## src/rtl/powdiv_pkg.sv

```systemverilog
package powdiv_pkg;
  typedef enum logic [1:0] {
    PH_IDLE   = 2'd0,
    PH_ALIGN  = 2'd1,
    PH_REDUCE = 2'd2
  } phase_t;
endpackage

```

## src/rtl/powdiv_ctrl.sv

```systemverilog
module powdiv_ctrl
  import powdiv_pkg::*;
(
  input  logic   clk,
  input  logic   rst,
  input  logic   start_i,
  input  logic   dvs_zero_i,
  input  logic   fits_i,
  input  logic   last_i,
  output phase_t phase_o,
  output logic   load_o,
  output logic   zero_fin_o,
  output logic   shift_up_o,
  output logic   step_down_o,
  output logic   finish_o
);
  phase_t phase_q, phase_d;

  always_comb begin
    phase_d     = phase_q;
    load_o      = 1'b0;
    zero_fin_o  = 1'b0;
    shift_up_o  = 1'b0;
    step_down_o = 1'b0;
    finish_o    = 1'b0;
    unique case (phase_q)
      PH_IDLE: begin
        if (start_i) begin
          if (dvs_zero_i) begin
            zero_fin_o = 1'b1;
          end else begin
            load_o  = 1'b1;
            phase_d = PH_ALIGN;
          end
        end
      end
      PH_ALIGN: begin
        if (fits_i) shift_up_o = 1'b1;
        else        phase_d    = PH_REDUCE;
      end
      PH_REDUCE: begin
        step_down_o = 1'b1;
        if (last_i) begin
          finish_o = 1'b1;
          phase_d  = PH_IDLE;
        end
      end
      default: phase_d = PH_IDLE;
    endcase
  end

  always_ff @(posedge clk) begin
    if (rst) phase_q <= PH_IDLE;
    else     phase_q <= phase_d;
  end

  assign phase_o = phase_q;

  // alignment ends once the divisor has passed the dividend
  assert_align_exit_R3: assert property (@(posedge clk) disable iff (rst)
    (phase_q == PH_ALIGN && !fits_i) |=> (phase_q == PH_REDUCE));

endmodule

```

## src/rtl/powdiv_dpath.sv

```systemverilog
module powdiv_dpath
  import powdiv_pkg::*;
#(
  parameter int W = 8
) (
  input  logic         clk,
  input  logic         rst,
  input  phase_t       phase_i,
  input  logic         load_i,
  input  logic         shift_up_i,
  input  logic         step_down_i,
  input  logic [W-1:0] dividend_i,
  input  logic [W-1:0] divisor_i,
  output logic         fits_o,
  output logic         last_o,
  output logic [W-1:0] quot_step_o,
  output logic [W-1:0] rem_step_o
);
  localparam int WD = W + 1;

  logic [WD-1:0] dvs_q;
  logic [WD-1:0] pow_q;
  logic [W-1:0]  rem_q;
  logic [W-1:0]  quot_q;

  assign fits_o = (dvs_q <= {1'b0, rem_q});
  assign last_o = (pow_q == WD'(1));

  always_comb begin
    quot_step_o = quot_q;
    rem_step_o  = rem_q;
    if (fits_o) begin
      quot_step_o = quot_q | pow_q[W-1:0];
      rem_step_o  = rem_q - dvs_q[W-1:0];
    end
  end

  always_ff @(posedge clk) begin
    if (rst) begin
      dvs_q  <= '0;
      pow_q  <= '0;
      rem_q  <= '0;
      quot_q <= '0;
    end else if (load_i) begin
      dvs_q  <= {1'b0, divisor_i};
      pow_q  <= WD'(1);
      rem_q  <= dividend_i;
      quot_q <= '0;
    end else if (shift_up_i) begin
      dvs_q <= dvs_q << 1;
      pow_q <= pow_q << 1;
    end else if (step_down_i) begin
      quot_q <= quot_step_o;
      rem_q  <= rem_step_o;
      dvs_q  <= dvs_q >> 1;
      pow_q  <= pow_q >> 1;
    end
  end

  // weight stays one-hot while an operation runs
  assert_pow_onehot_R2: assert property (@(posedge clk) disable iff (rst)
    (phase_i != PH_IDLE) |-> ($countones(pow_q) == 1));

  // remainder below twice the scaled divisor during reduction
  assert_rem_bound_R4: assert property (@(posedge clk) disable iff (rst)
    (phase_i == PH_REDUCE) |-> ({2'b00, rem_q} < {dvs_q, 1'b0}));

  // each non-final reduction step halves the weight
  assert_pow_halves_R4: assert property (@(posedge clk) disable iff (rst)
    (phase_i == PH_REDUCE && !last_o) |=> (pow_q == ($past(pow_q) >> 1)));

endmodule

```

## src/rtl/powdiv_top.sv

```systemverilog
module powdiv_top
  import powdiv_pkg::*;
#(
  parameter int W = 8
) (
  input  logic         clk,
  input  logic         rst,
  input  logic         start_i,
  input  logic [W-1:0] dividend_i,
  input  logic [W-1:0] divisor_i,
  output logic         busy_o,
  output logic         done_o,
  output logic [W-1:0] quot_o,
  output logic [W-1:0] rem_o,
  output logic         div_zero_o
);
  phase_t       phase;
  logic         load, zero_fin, shift_up, step_down, finish;
  logic         fits, last;
  logic [W-1:0] quot_step, rem_step;

  powdiv_ctrl u_ctrl (
    .clk         (clk),
    .rst         (rst),
    .start_i     (start_i),
    .dvs_zero_i  (divisor_i == '0),
    .fits_i      (fits),
    .last_i      (last),
    .phase_o     (phase),
    .load_o      (load),
    .zero_fin_o  (zero_fin),
    .shift_up_o  (shift_up),
    .step_down_o (step_down),
    .finish_o    (finish)
  );

  powdiv_dpath #(.W(W)) u_dpath (
    .clk         (clk),
    .rst         (rst),
    .phase_i     (phase),
    .load_i      (load),
    .shift_up_i  (shift_up),
    .step_down_i (step_down),
    .dividend_i  (dividend_i),
    .divisor_i   (divisor_i),
    .fits_o      (fits),
    .last_o      (last),
    .quot_step_o (quot_step),
    .rem_step_o  (rem_step)
  );

  assign busy_o = (phase != PH_IDLE);

  always_ff @(posedge clk) begin
    if (rst) begin
      done_o     <= 1'b0;
      quot_o     <= '0;
      rem_o      <= '0;
      div_zero_o <= 1'b0;
    end else begin
      done_o <= 1'b0;
      if (finish) begin
        done_o     <= 1'b1;
        quot_o     <= quot_step;
        rem_o      <= rem_step;
        div_zero_o <= 1'b0;
      end else if (zero_fin) begin
        done_o     <= 1'b1;
        quot_o     <= '1;
        rem_o      <= dividend_i;
        div_zero_o <= 1'b1;
      end
    end
  end

  // zero divisor answered on the next cycle with fixed values
  assert_zero_div_R7: assert property (@(posedge clk) disable iff (rst)
    (start_i && !busy_o && divisor_i == '0) |=>
      (done_o && div_zero_o && !busy_o && quot_o == '1 && rem_o == $past(dividend_i)));

  // busy falls exactly with the completion pulse
  assert_done_on_fall_R6: assert property (@(posedge clk) disable iff (rst)
    $fell(busy_o) |-> (done_o && !div_zero_o));

  // done never overlaps a running operation
  assert_done_idle_R6: assert property (@(posedge clk) disable iff (rst)
    done_o |-> !busy_o);

  // results only move together with done
  assert_hold_results_R10: assert property (@(posedge clk) disable iff (rst)
    !done_o |-> ($stable(quot_o) && $stable(rem_o) && $stable(div_zero_o)));

endmodule

```

## config.mk

```make
export PLATFORM = sky130hd
export DESIGN_NAME = powdiv_top
export DESIGN_NICKNAME = d
export VERILOG_FILES = /design/src/rtl/powdiv_pkg.sv /design/src/rtl/powdiv_ctrl.sv /design/src/rtl/powdiv_dpath.sv /design/src/rtl/powdiv_top.sv
export SDC_FILE = /design/constraint.sdc
export NUM_CORES = 1
export LEC_CHECK = 0
export BUFFER_PORTS_ARGS = -buffer_cell sky130_fd_sc_hd__buf_2
export CORE_MARGIN = 5
export CORE_UTILIZATION = 62
export CTS_CLUSTER_SIZE = 12
export DETAILED_ROUTE_END_ITERATION = 8
export HOLD_SLACK_MARGIN = 0.03
export PLACE_DENSITY = 0.95
export SYNTH_ARGS = -nofsm -noshare
export SYNTH_HDL_FRONTEND = slang
export SYNTH_SLANG_ARGS = --single-unit
```

## constraint.sdc

```tcl
create_clock -name clk -period 4.6 [get_ports clk]
set_clock_uncertainty 0.05 [all_clocks]
set_input_delay 0.23 -clock clk [delete_from_list [all_inputs] [get_ports clk]]
set_output_delay 0.23 -clock clk [all_outputs]
set_load 0.01 [all_outputs]
```

==> results.ini, run 1 <==
[sta]
fmax_mhz=359.7
worst_pin_slew_ns=0.9675
rsz0062_at_grt=no
report.final.slew_viol_count=0
slew_headroom=0.3536
layout_setup_ws_ns=1.820
setup_viol=0
fin_tns_setup_ns=0
holdWs_ns=0.1211
finalHoldViolCount=0
finalCritPeriodShare=0.6043
min_period_ns=2.780

[clocking]
clockBufferDepth=2
cts.htree.levels=2
clock-root-buffer=clkbuf_8
cts_tree=done
cts.reportedPaths.clkPinSlew_ns=0.11
hold_buffers=0
clock-sinks=54
numCtsBuffers=5
post_cts.repair.setup_buffers=0
clkLatencyLatePin_ns=0.32
cts_resized=0

[logic_synthesis]
synth_edf_count=0
avgSynthCellArea_sq_um=8.322
yosysSeqAreaShare=0.3744
synthArstFlopShare=0
synth-main-ff-cell=dfxtp_1
synthCells=347
yosys_warnings=0
synth_fp_nets=382
netlist_area_sq_mm=0.002888
synth.distinct_cells=48
synth-seq-cells=54

[grt]
grt_use_met3=0.05950
grt_pass1_vias=2746
grt_antenna_before_repair=0
grt_usage=0.2618
met1_usage=0.3186
top_usage_layer=met2
grt_start_max_net_pins=46
grt_pass1_wl_mm=13.05
gr-usage-met2=0.4478
grt_overflow=0

[critical_path]
r2r_cells=8
critical_path.startpoint=u_dpath.rem_q[3]$_SDFFE_PP0P_
crit_arrival_ns=2.95
rr_startpoint=u_dpath.rem_q[3]$_SDFFE_PP0P_
cp-start-kind=flip-flop
endpoint=u_dpath.dvs_q[3]$_SDFFE_PP0P_
rr_endpoint=u_dpath.dvs_q[3]$_SDFFE_PP0P_
setup.worst_path.end_class=flip-flop
cp.required_ns=4.77
path_max_fanout=16
r2r_slack_ns=1.82
critPathKind=flip-flop to flip-flop

[drt]
drt_iter0_drc=301
wire_per_inst_microns=18.21
vias=2840
drtAntennaViolNets=0
via_per_inst=6.651
firstDrtPassIters=7
drt_wl_total_mm=7.775
drc=0

[placement]
dp_cells=419
gp_congestion=0.9599
hpwl_mm=5.434
dpl_worst_slack_ns=1.924
placed_area_sq_mm=0.003067
place.port_buffers=37

[cells_and_area]
antenna_cells=0
fin_cells=427
area_growth_pct=10.40
multi_input_area_sq_mm=0.001642
drive_gt1_frac=0.1573
finalInstanceArea_sq_mm=0.003188
nets=409
regArea_sq_mm=0.001081
fillers=358

[power]
vdd_drop_max_uv=299.1
power.leakage_nw=1.273
p_per_area_mw_per_mm2=685.3

[outcome]
outcome=finished clean

[floorplan]
dieWidth_microns=78.25
die_area_sq_mm=0.006122
core-area_sq_mm=0.004444
start_util=0.6498
num_io_pins=38
fp-row-count=24
die_y_microns=78.25

[flow_run]
cap_violations=0

[hold_path]
hold_path_class=primary input to flip-flop

layer usage:
layer	part of all wire	vias to the layer above
met3	0.062	30
met2	0.51	140
li1	-	1330
met4	0.033	0
met1	0.40	1340
met5	0	-
cells in the mapped netlist (4+ instances only):
cell      instances  area share
nand2_1          12       0.016
o21ai_0          16       0.028
nand3_1          18       0.031
a222oi_1          6       0.021
nor4_1            7       0.015
a21oi_1          32       0.055
nand2b_1          4      0.0087
dfxtp_1          54        0.37
mux2i_1           4       0.014
clkbuf_1         12       0.016
nor3_1           28       0.049
ha_1             15       0.065
nor3b_1           4       0.010
a211oi_1         20       0.052
nor2b_1           9       0.019
inv_1            19       0.025
a21o_1            4       0.010
a22oi_1           9       0.023
nor2_1           33       0.043
buf_2             6       0.010
metrics by stage:
stage	utilization	total power (W)
after floorplan	-	0.001536
after global placement	0.6900	0.001785
after detailed placement	0.6900	0.001805
after CTS	0.7173	0.002154
after global routing	0.7173	0.002334
final	0.7173	0.002185
area by class of cell:
cell class	instances	share of cell area
clock inverters	2	0.01217
flip-flops and latches	54	0.3391
inverters	19	0.02237
multi-input cells	254	0.5149
clock buffers	6	0.02590
well taps	52	0.02041
repair buffers	40	0.06515
registers in the layout, indices dropped and copies added, names as in the netlist:
name and flops:
u_dpath.dvs_q 9, u_dpath.pow_q 9, quot_o 8, rem_o 8, u_dpath.quot_q 8, u_dpath.rem_q 8
u_ctrl.phase_o 2, div_zero_o 1, done_o 1
cells by family (layout without fill, tap and decap cells):
logic type / after synthesis / in the layout / synth area share
compound gates: 103 / 103 / 0.2413
xor+xnor: 3 / 3 / 0.009100
mux: 6 / 6 / 0.02383
simple gates: 126 / 126 / 0.2223
flops: 54 / 54 / 0.3744
fa+ha+maj: 16 / 16 / 0.07192
buf+inv: 39 / 67 / 0.05719
report_power, final:
group | switching (W) | total [W] | internal (W)
Combinational | 0.000794 | 0.00123 | 0.000431
Sequential | 0.0000792 | 0.000616 | 0.000537
Clock | 0.000164 | 0.000343 | 0.000179
Total | 0.00104 | 0.00218 | 0.00115
worst max-delay path, cell delays in order, from the launching register on:
cell,delay (ns)
dfxtp_1,0.38
inv_1,0.08
ha_1,0.38
and3_1,0.21
o21ai_0,0.13
and4b_1,0.33
o21ai_2,0.59
o221ai_1,0.23
a211oi_1,0.29
how the worst min path moves through the flow:
stage | endpoint | cells past startpoint | startpoint | slack, ns
after global placement | u_dpath.quot_q[0]$_SDFFE_PP0P_ | 2 | u_dpath.quot_q[0]$_SDFFE_PP0P_ | 0.40
after detailed placement | u_dpath.quot_q[7]$_SDFFE_PP0P_ | 2 | u_dpath.quot_q[7]$_SDFFE_PP0P_ | 0.41
after CTS | u_dpath.rem_q[0]$_SDFFE_PP0P_ | 3 | dividend_i[0] | 0.12
after global routing | u_dpath.rem_q[0]$_SDFFE_PP0P_ | 3 | dividend_i[0] | 0.12
after floorplan | u_dpath.rem_q[0]$_SDFFE_PP0P_ | 2 | dividend_i[0] | 0.32
final | u_dpath.rem_q[0]$_SDFFE_PP0P_ | 3 | dividend_i[0] | 0.12
layout by cell type, fill, tap and decap left out, types with 15 or more instances in the layout:
| master | netlist | routed |
|---|---|---|
| a21oi_1 | 32 | 32 |
| a211oi_1 | 20 | 20 |
| ha_1 | 15 | 15 |
| nand3_1 | 18 | 18 |
| nor2_1 | 33 | 33 |
| o21ai_0 | 16 | 16 |
| inv_1 | 19 | 19 |
| buf_2 | 6 | 37 |
| dfxtp_1 | 54 | 54 |
| nor3_1 | 28 | 28 |
(Power assumes the default switching activity.)
==> run 2, diff against run 1 <==
- CORE_UTILIZATION: 62 -> 57
- PLACE_DENSITY: 0.95 -> 0.89
- clock period: 4.6 -> 2.7 ns (I/O delays scaled with it)
==> run 2 against run 1 <==
Effect of this change: non-clock buffer count rose by 16; sequential share of layout area fell by 1.6 points; sequential power rose by 69%; register-to-register slack got worse by 1.7 ns; power rose by 77%; fmax rose by 9.5%; utilization fell by 5.0 points; sequential cell count did not move; cell area rose by 4.9%; cell count rose by 8.0%; largest power group unchanged.
==> results.ini, run 2 (synthesis results as in run 1) <==
[drt]
vias=2885  ; +1.6%
drtAntennaViolNets=0  ; unchanged
drc=0  ; unchanged
via_per_inst=6.258  ; -5.9%
drt_iter0_drc=256  ; -15%
wire_per_inst_microns=16.95  ; -6.9%
drt_wl_total_mm=7.815  ; +0.51%
firstDrtPassIters=7  ; unchanged

[sta]
report.final.slew_viol_count=0  ; unchanged
setup_viol=0  ; unchanged
finalCritPeriodShare=0.9400  ; +0.3356
rsz0062_at_grt=no
finalHoldViolCount=0  ; unchanged
slew_headroom=0.5412  ; +0.1875
fmax_mhz=394.0  ; +9.5%
fin_tns_setup_ns=0  ; unchanged
min_period_ns=2.538  ; -0.2420 ns
worst_pin_slew_ns=0.6882  ; -0.2793 ns

[critical_path]
slowest_stage=dfxtp_1
setup.worst_path.end_class=flip-flop
crit_family=compound AO/OA/AOI/OAI gates
path_cells=inv_1, ha_1, a21o_1, a211oi_1, nand4b_2, a21boi_4, buf_12, a222oi_1, o21ai_0
path_max_fanout=16  ; unchanged
rr_startpoint=u_dpath.rem_q[6]$_SDFFE_PP0P_
path_buf_inv=2  ; +1
cp-start-kind=flip-flop
slowest_delay_ns=0.35  ; -0.24 ns
cp.required_ns=2.88  ; -1.89 ns
crit_arrival_ns=2.72  ; -0.23 ns
r2r_slack_ns=0.16  ; -1.66 ns
r2r_cells=9  ; +1
critPathKind=flip-flop to flip-flop
rr_endpoint=u_dpath.dvs_q[4]$_SDFFE_PP0P_

[grt]
grt_pass1_vias=2675  ; -2.6%
grt_overflow=0  ; unchanged
grt_usage=0.2434  ; -0.01837
grt_pass1_wl_mm=12.44  ; -4.7%
grt_antenna_before_repair=0  ; unchanged
grt_start_max_net_pins=45  ; -2.2%

[floorplan]
start_util=0.5764  ; -0.07335
dieWidth_microns=81.18  ; +3.7%
die_area_sq_mm=0.006589  ; +7.6%
num_io_pins=38  ; unchanged
core-area_sq_mm=0.005010  ; +13%
die_y_microns=81.18  ; +3.7%
fp-row-count=26  ; +8.3%

[placement]
place.port_buffers=37  ; unchanged
dp_cells=450  ; +7.4%
hpwl_mm=5.472  ; +0.71%
gp_congestion=0.9560  ; -0.41%

[outcome]
outcome=finished clean

[clocking]
clock-sinks=54  ; unchanged
clockBufferDepth=2  ; unchanged
numCtsBuffers=5  ; unchanged
cts.htree.levels=2  ; unchanged
cts.reportedPaths.clkPinSlew_ns=0.10  ; about the same
clkLatencyLatePin_ns=0.31  ; about the same
clock-root-buffer=clkbuf_8
cts_tree=done
cts_resized=0  ; unchanged

[cells_and_area]
fin_cells=461  ; +8.0%
nets=425  ; +3.9%
area_growth_pct=15.77
drive_gt1_frac=0.1867  ; +0.02937
top_regs=u_dpath.dvs_q: 9 flops, u_dpath.pow_q: 9 flops
antenna_cells=0  ; unchanged
mostFrequentLayoutCell=dfxtp_1
most-common-layout-cells=dfxtp_1, buf_2, nor2_1

[hold_path]
holdPathStages=3  ; unchanged
min-delay-start=dividend_i[3]
hold_path_class=primary input to flip-flop
whs_endpoint=u_dpath.rem_q[3]$_SDFFE_PP0P_

[power]
power.leakage_nw=1.352  ; +6.2%
vdd_drop_max_uv=499.4  ; +67%
p_per_area_mw_per_mm2=1157  ; +69%
finalPower_w=0.003868  ; +77%

[flow_run]
cap_violations=0  ; unchanged

## run 2: cell count changes in the layout (fill, tap and decap cells not counted)
cell | before | now
clkbuf_8 | 6 | 5
inv_6 | 1 | 2
dlygate4sd3_1 | 0 | 2
buf_12 | 0 | 1
buf_4 | 3 | 16
## run 2: per-layer routing
layer / vias up / global-route usage / wire [microns]
li1: 1360 / - / -
met1: 1386 / 0.2821 / 3099
met2: 110 / 0.4253 / 3987
met3: 29 / 0.04878 / 413
met4: 0 / 0.1199 / 314
met5: - / 0 / 0
## run 2: layout make-up
type | instances | area (sq um)
Fill cell | 428 | 1667
Timing Repair Buffer | 56 | 345.3
Clock inverter | 3 | 47.55
Tap cell | 70 | 87.58
Clock buffer | 5 | 68.82
Sequential cell | 54 | 1081
Inverter | 19 | 71.32
Multi-Input combinational cell | 254 | 1642
## run 2: how the worst max path moves through the flow
stage                                           to  cells after the start  slack [ns]                          start
floorplan            u_dpath.pow_q[2]$_SDFFE_PP0P_                      9        0.47  u_dpath.rem_q[6]$_SDFFE_PP0P_
global placement     u_dpath.dvs_q[3]$_SDFFE_PP0P_                      8        0.26  u_dpath.rem_q[6]$_SDFFE_PP0P_
detailed placement   u_dpath.dvs_q[4]$_SDFFE_PP0P_                      8        0.12  u_dpath.rem_q[6]$_SDFFE_PP0P_
CTS                  u_dpath.dvs_q[7]$_SDFFE_PP0P_                      8        0.07  u_dpath.rem_q[6]$_SDFFE_PP0P_
global route        u_dpath.quot_q[0]$_SDFFE_PP0P_                      8       0.003  u_dpath.dvs_q[6]$_SDFFE_PP0P_
finish               u_dpath.dvs_q[4]$_SDFFE_PP0P_                      9        0.16  u_dpath.rem_q[6]$_SDFFE_PP0P_
## run 2: through the flow
step                worst slack [ns]  hold slack (ns)  area, sq um  utilization
finish                        0.1621          0.05738         3343       0.6673
global route                0.003039          0.05572         3343       0.6673
CTS                          0.07496          0.05261         3323       0.6633
detailed placement            0.1211           0.3598         3187       0.6361
global placement              0.2594           0.3597         3187       0.6361
floorplan                     0.4665           0.2210         2888            -
## run 2: repair_timing
item,in CTS,in global routing
setup endpoints to repair,0,9
hold buffers,2,0
setup buffers,0,1
hold endpoints to repair,2,0
## run 2: report_power, final
group / leakage, nW / internal [W] / switching [W]
Clock: 0.0591 / 0.000283 / 0.000278
Sequential: 0.439 / 0.000915 / 0.000130
Combinational: 0.854 / 0.000889 / 0.00137
Total: 1.35 / 0.00209 / 0.00178
## run 2: worst reg2reg max path: stages (launching register included)
cell and delay [ns]:
dfxtp_1 0.35, inv_1 0.07, ha_1 0.35, a21o_1 0.21
a211oi_1 0.33, nand4b_2 0.33, a21boi_4 0.30, buf_12 0.17
a222oi_1 0.09, o21ai_0 0.21
